==> src/rtl/dram_refresh_pkg.sv <==
package dram_refresh_pkg;
  typedef enum logic [1:0] {
    PH_STARTUP = 2'd0,
    PH_INIT    = 2'd1,
    PH_RUN     = 2'd2
  } phase_e;
endpackage

==> src/rtl/refresh_cycle_timer.sv <==
module refresh_cycle_timer #(
  parameter int unsigned PERIOD = 1562
) (
  input  logic clk_i,
  input  logic rst_ni,
  input  logic en_i,
  output logic tick_o
);
  localparam int unsigned CW = $clog2(PERIOD + 1);
  localparam logic [CW-1:0] LAST = CW'(PERIOD - 1);

  logic [CW-1:0] cnt_q;

  assign tick_o = en_i && (cnt_q == LAST);

  always_ff @(posedge clk_i or negedge rst_ni) begin
    if (!rst_ni)                cnt_q <= '0;
    else if (!en_i || tick_o)   cnt_q <= '0;
    else                        cnt_q <= cnt_q + 1'b1;
  end

  // count never passes the period end
  a_r3_count_in_range: assert property (@(posedge clk_i) disable iff (!rst_ni)
    cnt_q <= LAST);
  // disabling restarts the window
  a_r3_restart_on_disable: assert property (@(posedge clk_i) disable iff (!rst_ni)
    !en_i |=> cnt_q == '0);
endmodule

==> src/rtl/refresh_owed_counter.sv <==
module refresh_owed_counter #(
  parameter int unsigned MAX_OWED = 8,
  localparam int unsigned OW = $clog2(MAX_OWED + 1)
) (
  input  logic          clk_i,
  input  logic          rst_ni,
  input  logic          tick_i,
  input  logic          take_i,
  output logic [OW-1:0] owed_o,
  output logic          full_o
);
  localparam logic [OW:0] MAXV = (OW+1)'(MAX_OWED);

  logic [OW-1:0] owed_q;
  logic [OW:0]   sum;
  logic          dec;

  assign dec = take_i && (owed_q != '0);

  always_comb begin
    sum = {1'b0, owed_q} + (OW+1)'(tick_i) - (OW+1)'(dec);
    if (sum > MAXV) sum = MAXV;
  end

  always_ff @(posedge clk_i or negedge rst_ni) begin
    if (!rst_ni) owed_q <= '0;
    else         owed_q <= sum[OW-1:0];
  end

  assign owed_o = owed_q;
  assign full_o = ({1'b0, owed_q} == MAXV);

  a_r5_never_above_max: assert property (@(posedge clk_i) disable iff (!rst_ni)
    {1'b0, owed_q} <= MAXV);
  a_r4_take_decrements: assert property (@(posedge clk_i) disable iff (!rst_ni)
    (take_i && !tick_i && owed_q != '0) |=> owed_q == $past(owed_q) - 1'b1);
  a_r5_full_holds: assert property (@(posedge clk_i) disable iff (!rst_ni)
    (full_o && !take_i) |=> full_o);
endmodule

==> src/rtl/refresh_row_counter.sv <==
module refresh_row_counter #(
  parameter int unsigned ROW_W = 12
) (
  input  logic             clk_i,
  input  logic             rst_ni,
  input  logic             step_i,
  output logic [ROW_W-1:0] row_o
);
  logic [ROW_W-1:0] row_q;

  // natural wrap at 2^ROW_W
  always_ff @(posedge clk_i or negedge rst_ni) begin
    if (!rst_ni)     row_q <= '0;
    else if (step_i) row_q <= row_q + 1'b1;
  end

  assign row_o = row_q;

  a_r6_row_advance: assert property (@(posedge clk_i) disable iff (!rst_ni)
    step_i |=> row_q == $past(row_q) + 1'b1);
  a_r7_row_hold: assert property (@(posedge clk_i) disable iff (!rst_ni)
    !step_i |=> $stable(row_q));
endmodule

==> src/rtl/dram_refresh_sched.sv <==
module dram_refresh_sched
  import dram_refresh_pkg::*;
#(
  parameter int unsigned STARTUP_CYC      = 20000,
  parameter int unsigned INIT_REFRESHES   = 8,
  parameter int unsigned REFRESH_INTERVAL = 1562,
  parameter int unsigned MAX_OWED         = 8,
  parameter int unsigned ROW_W            = 12,
  localparam int unsigned OW = $clog2(MAX_OWED + 1)
) (
  input  logic             clk_i,
  input  logic             rst_ni,
  input  logic             mode_row_i,
  input  logic             ref_ack_i,
  output logic             ref_req_o,
  output logic [ROW_W-1:0] ref_row_o,
  output logic             ready_o,
  output logic             urgent_o,
  output logic [OW-1:0]    owed_o
);
  localparam int unsigned IW = $clog2(INIT_REFRESHES + 1);
  localparam logic [IW-1:0] INIT_LAST = IW'(INIT_REFRESHES - 1);

  phase_e        phase_q;
  logic [IW-1:0] init_cnt_q;
  logic          start_tick, intv_tick, accept, full;
  logic [OW-1:0] owed;

  refresh_cycle_timer #(.PERIOD(STARTUP_CYC)) u_start_timer (
    .clk_i, .rst_ni, .en_i(phase_q == PH_STARTUP), .tick_o(start_tick));

  refresh_cycle_timer #(.PERIOD(REFRESH_INTERVAL)) u_intv_timer (
    .clk_i, .rst_ni, .en_i(phase_q == PH_RUN), .tick_o(intv_tick));

  assign ref_req_o = (phase_q == PH_INIT) || ((phase_q == PH_RUN) && (owed != '0));
  assign accept    = ref_req_o && ref_ack_i;

  refresh_owed_counter #(.MAX_OWED(MAX_OWED)) u_owed (
    .clk_i, .rst_ni, .tick_i(intv_tick), .take_i(accept && (phase_q == PH_RUN)),
    .owed_o(owed), .full_o(full));

  refresh_row_counter #(.ROW_W(ROW_W)) u_row (
    .clk_i, .rst_ni, .step_i(accept && mode_row_i), .row_o(ref_row_o));

  always_ff @(posedge clk_i or negedge rst_ni) begin
    if (!rst_ni) begin
      phase_q    <= PH_STARTUP;
      init_cnt_q <= '0;
    end else begin
      unique case (phase_q)
        PH_STARTUP: if (start_tick) phase_q <= PH_INIT;
        PH_INIT: if (accept) begin
          init_cnt_q <= init_cnt_q + 1'b1;
          if (init_cnt_q == INIT_LAST) phase_q <= PH_RUN;
        end
        default: ;
      endcase
    end
  end

  assign ready_o  = (phase_q == PH_RUN);
  assign urgent_o = full;
  assign owed_o   = owed;

  a_r2_ready_sticky: assert property (@(posedge clk_i) disable iff (!rst_ni)
    ready_o |=> ready_o);
  a_r2_req_held_in_init: assert property (@(posedge clk_i) disable iff (!rst_ni)
    (phase_q == PH_INIT && !(accept && init_cnt_q == INIT_LAST)) |=> ref_req_o);
  a_r8_no_accept_no_progress: assert property (@(posedge clk_i) disable iff (!rst_ni)
    !accept |=> $stable(init_cnt_q));
  a_r1_no_ready_in_startup: assert property (@(posedge clk_i) disable iff (!rst_ni)
    (phase_q == PH_STARTUP) |-> (!ready_o && !ref_req_o));
endmodule

==> config.mk <==
export PLATFORM = sky130hd
export DESIGN_NAME = dram_refresh_sched
export DESIGN_NICKNAME = d
export VERILOG_FILES = /design/src/rtl/dram_refresh_pkg.sv /design/src/rtl/refresh_cycle_timer.sv /design/src/rtl/refresh_owed_counter.sv /design/src/rtl/refresh_row_counter.sv /design/src/rtl/dram_refresh_sched.sv
export SDC_FILE = /design/constraint.sdc
export NUM_CORES = 1
export LEC_CHECK = 0
export BUFFER_PORTS_ARGS = -buffer_cell sky130_fd_sc_hd__buf_2
export CAP_MARGIN = 10
export CELL_PAD_IN_SITES_DETAIL_PLACEMENT = 2
export CELL_PAD_IN_SITES_GLOBAL_PLACEMENT = 2
export CORE_ASPECT_RATIO = 1.75
export CORE_MARGIN = 2
export CORE_UTILIZATION = 35
export DETAILED_ROUTE_END_ITERATION = 10
export HOLD_SLACK_MARGIN = 0.03
export PLACE_DENSITY_LB_ADDON = 0.1
export REMOVE_ABC_BUFFERS = 1
export SYNTH_ARGS = -nofsm -noshare
export SYNTH_HDL_FRONTEND = slang
export SYNTH_HIERARCHICAL = 1
export SYNTH_SLANG_ARGS = --single-unit
==> constraint.sdc <==
create_clock -name clk_i -period 2.6 [get_ports clk_i]
set_input_delay 0.26 -clock clk_i [delete_from_list [all_inputs] [get_ports clk_i]]
set_output_delay 0.26 -clock clk_i [all_outputs]
set_load 0.02 [all_outputs]
==> results.md, run 1 <==
* Proportion of synthesized area in mux cells at under 10%
* Kind of end point of the critical path: register
* Clock root buffer: clkbuf_16
* Area share of xor/xnor cells in the synthesized design at between 10% and 20%
* Clock transition at the registers of the reported paths at approximately 0.06 ns
* Maximum clock frequency at between 300 and 400 MHz
* Standard cell with the maximum stage delay on the critical path: fa_2
* Largest vdd supply drop at about 0.34 mV
* Crit path max-delay family: simple AND/OR/NAND/NOR gates
* Fraction of power spent switching nets at 20.95%
* Total overflow reported by the global router at 0
* Final standard cell count with taps included and fillers excluded at ~370
* Clock buffers created by TritonCTS at 5
* Number of antenna violations at the first check in global routing at 0
* Cell area reported after detailed placement at between 2000 and 3000 um2
* Die ar. at 7884 um2
* Die Width at ~70 um
* Area of the placeable core at around 7000 um2
* Antenna viol nets, final at 0
* Number of remaining DRC errors at 0
* Slew of the pin with the lowest slew margin at approximately 0.68 ns
* Cell count after synthesis at 234
* Synthesized-area fraction occupied by and/or/nand/nor cells at approximately a quarter
* Gp weighted congestion at about 0.69
* Largest fanout on the critical path at 4
* Share of layout cells above drive strength 1 at roughly 28%
* Power density over cell area at approximately 460 nW/um2
* Count of final max-slew check failures at 0
* Most used flip-flop cell after synthesis: dfrtp_1
* Highest cell delay on the worst timing path at slightly above 0.4 ns
* Internal power contribution at about 1.1 mW
* Total length of routed wires at 6244 um
* Net switching component of the power at around 0.30 mW
* Clock Sink Count at 48
* Nature of the critical path startpoint: register
* Count of endpoints failing setup in the final report at 4
* Crit path required time at 2.77 ns
* Post-DP HPWL at 4533 um
* Routed wire length per instance at roughly 17 um
* Post-synthesis share of cell area spent on full adders, half adders and majority gates at under 10%
* Worst relative slew slack at between 50% and 60%
* Global-route wire length before repair at 10,490 um
* Post-synthesis register bit count at 48
* Via count of the first global-routing pass at 2,169
* Clk network pwr share at a little under half
* RSZ-0062 raised after global routing: yes
* Crit-path cells: inv_1 -> ha_2 -> nand4bb_1 -> nor4_1 -> and2_1 -> inv_2 -> ha_4 -> inv_4 -> ha_4 -> inv_2 -> fa_2 -> nor2b_4 -> o31ai_4 -> xnor2_2 -> or2_1
* Type of the worst min-delay path: input pin to register
* Main combinational cell family by area after synthesis: simple AND/OR/NAND/NOR gates
* Starting Density at about 36%
* Number of warnings issued by yosys at 6
* Most frequent standard cell in the layout excluding fill and tap cells: dfrtp_1
* Fin nets at around 300
* Share of flip-flops with an asynchronous set or reset after synthesis at 100.0%
* Number of optimization iterations in the first detailed-route pass at 4
* CTS tree: done
* Ratio of final minimum period to clock period at 109.0%
* First DRT Iteration DRCs at 74
* Logic pwr share at between 1 and 1.5%
* Avg Vias per Cell at ~5.2
* Number of enable-type register cells in the synthesized netlist at 0
* Clock network latency to the later pin of the worst-skew pair at 0.29 ns
* Worst Setup Path Type: register to register
* IO buf count at 22
* Worst path bufs/invs at 4
* Setup ws final at -0.2330 ns
* Commonest non-fill, non-tap cells in the layout: 48 x dfrtp_1, 27 x buf_4, 24 x nor2_1, 22 x buf_2, 21 x xor2_1
* Average instance area after synthesis at approximately 11 um2
* Minimum clock period after layout at approximately 2.8 ns
* Antenna cells at 0
* Run status: finished with violations
* Post-synthesis to final-layout area growth at 24.10%
* Standby leakage power at roughly 1.4 nW
* Via count at 1,936
* Cell Rows at 40
* I/O pin count at 23
* MaxCap Viol Count at 0
* Fraction of the mapped netlist area in compound gates at between 5 and 6%
* Post-synthesis instance area at 2507 um2
* Instance count after placement with tap cells included at between 300 and 400
* Sequential cell area fraction in the yosys report at between 40% and 50%
* Largest net degree at the start of global routing at 34
* Deepest clock path buffer count at 2
* Worst Path Arrival at 3.01 ns
* Reg power frac at between 50 and 60%
* H-tree level count at 2
* Aggregate global-route resource usage at around 18%
* Number of distinct standard cells referenced by the synthesized netlist at 45
* Layout Skew at around 0.0076 ns
* Failing checks: setup timing
* Die Y at approximately 120 um
* Number of hold violations in the final report at 0
* Final Instance Area at 3112 um2
metal layers:
layer / vias up / track usage, % / wire length [um]
met4: 0 / 7.200 / 127
met2: 22 / 32.69 / 3605
met5: - / 0 / 0
li1: 919 / - / -
met3: 7 / 3.301 / 123
met1: 988 / 19.37 / 2387
flip-flops by register name, summed over array words and instances (netlist names):
signal and flops:
init_cnt_q 4, phase_q 2, u_intv_timer/cnt_q 11, u_owed/owed_o 4, u_row/row_o 12, u_start_timer/cnt_q 15
synth_stat cells, types with 2 or more instances:
cell type / instances / area share (%)
nor4_2: 2 / 1.0
dfrtp_1: 48 / 48
nor3_1: 8 / 1.6
xor2_1: 22 / 7.7
xnor2_1: 10 / 3.5
or3_1: 3 / 0.75
nand2b_1: 3 / 0.75
inv_1: 14 / 2.1
nand2_1: 12 / 1.8
and4_1: 4 / 1.4
a21oi_1: 9 / 1.8
o21ai_0: 3 / 0.60
nand3_1: 9 / 1.8
o31ai_1: 4 / 1.2
nand3_2: 2 / 0.80
nand4_1: 11 / 2.7
and2_1: 3 / 0.75
nor2_1: 24 / 3.6
ha_1: 12 / 6.0
buf_2: 2 / 0.40
and3_1: 3 / 0.75
or4_1: 3 / 0.90
final timing paths:
| check | startpoint | to | slack [ns] | depth (start not counted) |
|---|---|---|---|---|
| max | u_intv_timer/cnt_q[1] | u_owed/owed_o[3] | -0.23 | 15 |
| max in group asynchronous | rst_ni | u_intv_timer/cnt_q[8] | 1.44 | 3 |
| min in group asynchronous | rst_ni | u_start_timer/cnt_q[12] | 0.41 | 2 |
| max reg2reg | u_intv_timer/cnt_q[1] | u_owed/owed_o[3] | -0.23 | 15 |
| min | ref_ack_i | phase_q[1] | 0.31 | 3 |
| min reg2reg | u_row/row_o[11] | u_row/row_o[11] | 0.47 | 1 |
final cells by class:
cell class                 count  area [um2]
clock buffer                   6       138.9
clock inverter                 2       15.01
fill                         742        3795
inverter                      14       55.05
multi-input combinational    168        1274
sequential                    48        1201
tap                           84       105.1
timing repair buffer          50       322.8
power groups by stage:
| stage | clock, mW | sequential, mW | combinational, mW |
|---|---|---|---|
| 2_1_floorplan | 0 | 0.761 | 0.000761 |
| 4_1_cts | 0.689 | 0.746 | 0.0218 |
| 6_report | 0.667 | 0.746 | 0.0199 |
| 3_3_place_gp | 0 | 0.761 | 0.0204 |
| 3_5_place_dp | 0 | 0.761 | 0.0205 |
| 5_1_grt | 0.721 | 0.746 | 0.0239 |
what timing repair did:
action                     CTS  global route
setup buffers                3             3
resized for setup            4             9
setup endpoints to repair    4             4
hold endpoints to repair    15             0
hold buffers                 1             0
pin swaps                    1             8
kinds of logic after synthesis:
logic type / after synthesis
buffers and inverters: 18
and+or+nand+nor: 100
AOI/OAI and AO/OA: 21
muxes: 2
DFF: 48
xor gates and xnor gates: 32
adders and majority gates: 13
through the flow:
stage | TNS, ns | utilization, % | setup slack (ns) | hold slack (ns) | power (mW)
floorplan | -0.2012 | - | -0.08239 | -0.03559 | 0.7617
global placement | -0.6192 | 41.29 | -0.1696 | 0.1903 | 0.7811
detailed placement | -1.218 | 41.29 | -0.3167 | 0.1915 | 0.7812
CTS | -0.7865 | 44.17 | -0.2558 | 0.3025 | 1.457
global route | -1.138 | 45.05 | -0.3408 | 0.3138 | 1.491
finish | -0.6710 | 45.05 | -0.2330 | 0.3082 | 1.434
worst reg2reg max path: stages (launching register included):
cell,delay [ns]
dfrtp_1,0.38
inv_1,0.06
ha_2,0.15
nand4bb_1,0.12
nor4_1,0.26
and2_1,0.19
inv_2,0.05
ha_4,0.22
inv_4,0.06
ha_4,0.13
inv_2,0.04
fa_2,0.41
nor2b_4,0.15
o31ai_4,0.09
xnor2_2,0.17
or2_1,0.24
Note: power is estimated with default switching activity, not from simulation.
==> run 2: changes to the inputs <==
--- a/config.mk
+++ b/config.mk
@@ -14,7 +14,7 @@
 export CORE_UTILIZATION = 35
 export DETAILED_ROUTE_END_ITERATION = 10
 export HOLD_SLACK_MARGIN = 0.03
-export PLACE_DENSITY_LB_ADDON = 0.1
+export PLACE_DENSITY = 0.85
 export REMOVE_ABC_BUFFERS = 1
 export SYNTH_ARGS = -nofsm -noshare
 export SYNTH_HDL_FRONTEND = slang
==> results.md, run 2 (same netlist as run 1, synthesis figures left out) <==
* Commonest non-fill, non-tap cells in the layout: 48 x dfrtp_1, 27 x buf_4, 23 x nor2_1, 22 x buf_2, 21 x xor2_1
* Finished Core Util at 46.76% (+1.7 points)
* Routed wire length per instance at 22.49 um (+34%)
* First DRT Iteration DRCs at 56 (-24%)
* Worst setup timing slack at the placement stage at -0.3179 ns (-0.001207 ns)
* Max reg flops at 15 (unchanged)
* Crit path required time at 2.78 ns (about the same)
* Nature of the critical path startpoint: register
* Gp weighted congestion at 0.7436 (+7.8%)
* Starting Density at 36.30% (unchanged)
* Hold Path Depth at 3 (unchanged)
* Layout Skew at 0.007554 ns (-0.00004160 ns)
* Clock root buffer: clkbuf_16
* Total Negative Setup Slacks at -0.6140 ns (+0.05692 ns)
* Ratio of final minimum period to clock period at 107.7% (-1.3 points)
* H-tree level count at 2 (unchanged)
* Count of endpoints failing setup in the final report at 4 (unchanged)
* Depth of the most critical reg-to-reg path at 15 (unchanged)
* Failing checks: setup timing
* Most frequent standard cell in the layout excluding fill and tap cells: dfrtp_1
* Number of remaining DRC errors at 0 (unchanged)
* Most flops, register: u_start_timer/cnt_q
* IO buf count at 22 (unchanged)
* CTS tree: done
* Antenna viol nets, final at 0 (unchanged)
* Avg Vias per Cell at 5.431 (+4.4%)
* Kind of end point of the critical path: register
* Final total power at 1.403 mW (-2.2%)
* Die Y at 116.0 um (unchanged)
* Count of final max-slew check failures at 0 (unchanged)
* Die Width at 67.98 um (unchanged)
* Number of hold violations in the final report at 0 (unchanged)
* Area of the placeable core at 6907 um2 (unchanged)
* Via count at 2,042 (+5.5%)
* Clock network latency to the later pin of the worst-skew pair at 0.29 ns (about the same)
* Deepest clock path buffer count at 2 (unchanged)
* Post-synthesis to final-layout area growth at 28.79%
* Slew of the pin with the lowest slew margin at 0.6791 ns (-0.001104 ns)
* Number of optimization iterations in the first detailed-route pass at 4 (unchanged)
* Worst Path Arrival at 2.98 ns (-0.03 ns)
* Clock transition at the registers of the reported paths at 0.07 ns (about the same)
* Clock buffers created by TritonCTS at 5 (unchanged)
* I/O pin count at 23 (unchanged)
* Worst Setup Path Type: register to register
* Via count of the first global-routing pass at 2,512 (+16%)
* Total overflow reported by the global router at 0 (unchanged)
* Maximum clock frequency at 357.1 MHz (+1.2%)
* Number of antenna violations at the first check in global routing at 0 (unchanged)
* Share of layout cells above drive strength 1 at 32.53% (+4.8 points)
* Run status: finished with violations
* Post-DP HPWL at 5160 um (+14%)
* Smallest hold slack at 0.3090 ns (+0.0008010 ns)
* Minimum clock period after layout at 2.800 ns (-0.03282 ns)
* Clock Sink Count at 48 (unchanged)
* Largest vdd supply drop at 0.4075 mV (+21%)
* RSZ-0062 raised after global routing: yes
* Cell Rows at 40 (unchanged)
* Power density over cell area at 434.3 nW/um2 (-5.7%)
* Worst relative slew slack at 54.73% (+0.67 points)
* Total length of routed wires at 8457 um (+35%)
* Standby leakage power at 1.466 nW (+2.1%)
* Type of the worst min-delay path: input pin to register
* Fin nets at 309 (+1.6%)
* Aggregate global-route resource usage at 24.59% (+6.8 points)
* Global-route wire length before repair at 13,880 um (+32%)
* Die ar. at 7884 um2 (unchanged)
* MaxCap Viol Count at 0 (unchanged)
* Largest net degree at the start of global routing at 29 (-15%)
* Setup ws final at -0.2002 ns (+0.03282 ns)
* Largest fanout on the critical path at 4 (unchanged)
* Antenna cells at 0 (unchanged)
[run 2: per-stage QoR]
step           std cells  cell area [um2]
2_1_floorplan        230             2479
3_3_place_gp         356             2844
3_5_place_dp         356             2844
4_1_cts              380             3176
5_1_grt              376             3229
6_report             376             3229
[run 2: path summary, 6_finish.rpt]
kind	endpoint	slack [ns]	startpoint
max	u_owed/owed_o[3]	-0.20	u_intv_timer/cnt_q[1]
min	phase_q[1]	0.31	ref_ack_i
max reg2reg	u_owed/owed_o[3]	-0.20	u_intv_timer/cnt_q[1]
min reg2reg	u_row/row_o[11]	0.47	u_row/row_o[11]
max in group asynchronous	u_intv_timer/cnt_q[4]	1.35	rst_ni
min in group asynchronous	u_intv_timer/cnt_q[1]	0.58	rst_ni
[run 2: power by group]
part,internal [mW],switching [mW]
Combinational,0.00494,0.0176
Sequential,0.747,0
Clock,0.351,0.283
[run 2: critical path, stage by stage, from the launching register on]
cell and delay (ns):
dfrtp_1 0.40, inv_2 0.09, ha_4 0.14, nand4bb_4 0.13, nor4_2 0.22, and2_1 0.19, inv_2 0.06, ha_4 0.22
inv_4 0.06, ha_4 0.14, inv_2 0.04, fa_2 0.36, nor2b_4 0.17, o31ai_4 0.08, xnor2_2 0.17, or2_1 0.22
[run 2: layer usage]
metal  track usage (%)  wire length, um  vias up  share of wire [%]
met3             4.660              193       22                2.3
met4             14.40              340        0                4.0
met5                 0                0        -                  0
met2             44.01             4817       42                 57
met1             25.64             3106     1054                 37
li1                  -                -      924                  -
[run 2: what timing repair did]
action	in CTS	in global routing
gates resized for setup	17	17
hold buffers	1	0
buffers inserted	15	4
setup endpoints to repair	4	15
gates cloned	1	0
hold endpoints to repair	26	0
pin swaps	7	8
[run 2: area by class of cell]
class / count / area, um2
sequential: 48 / 1201
clock inverter: 1 / 5.005
clock buffer: 6 / 128.9
timing repair buffer: 55 / 379.1
inverter: 14 / 55.05
tap: 84 / 105.1
fill: 703 / 3677
multi-input combinational: 168 / 1355
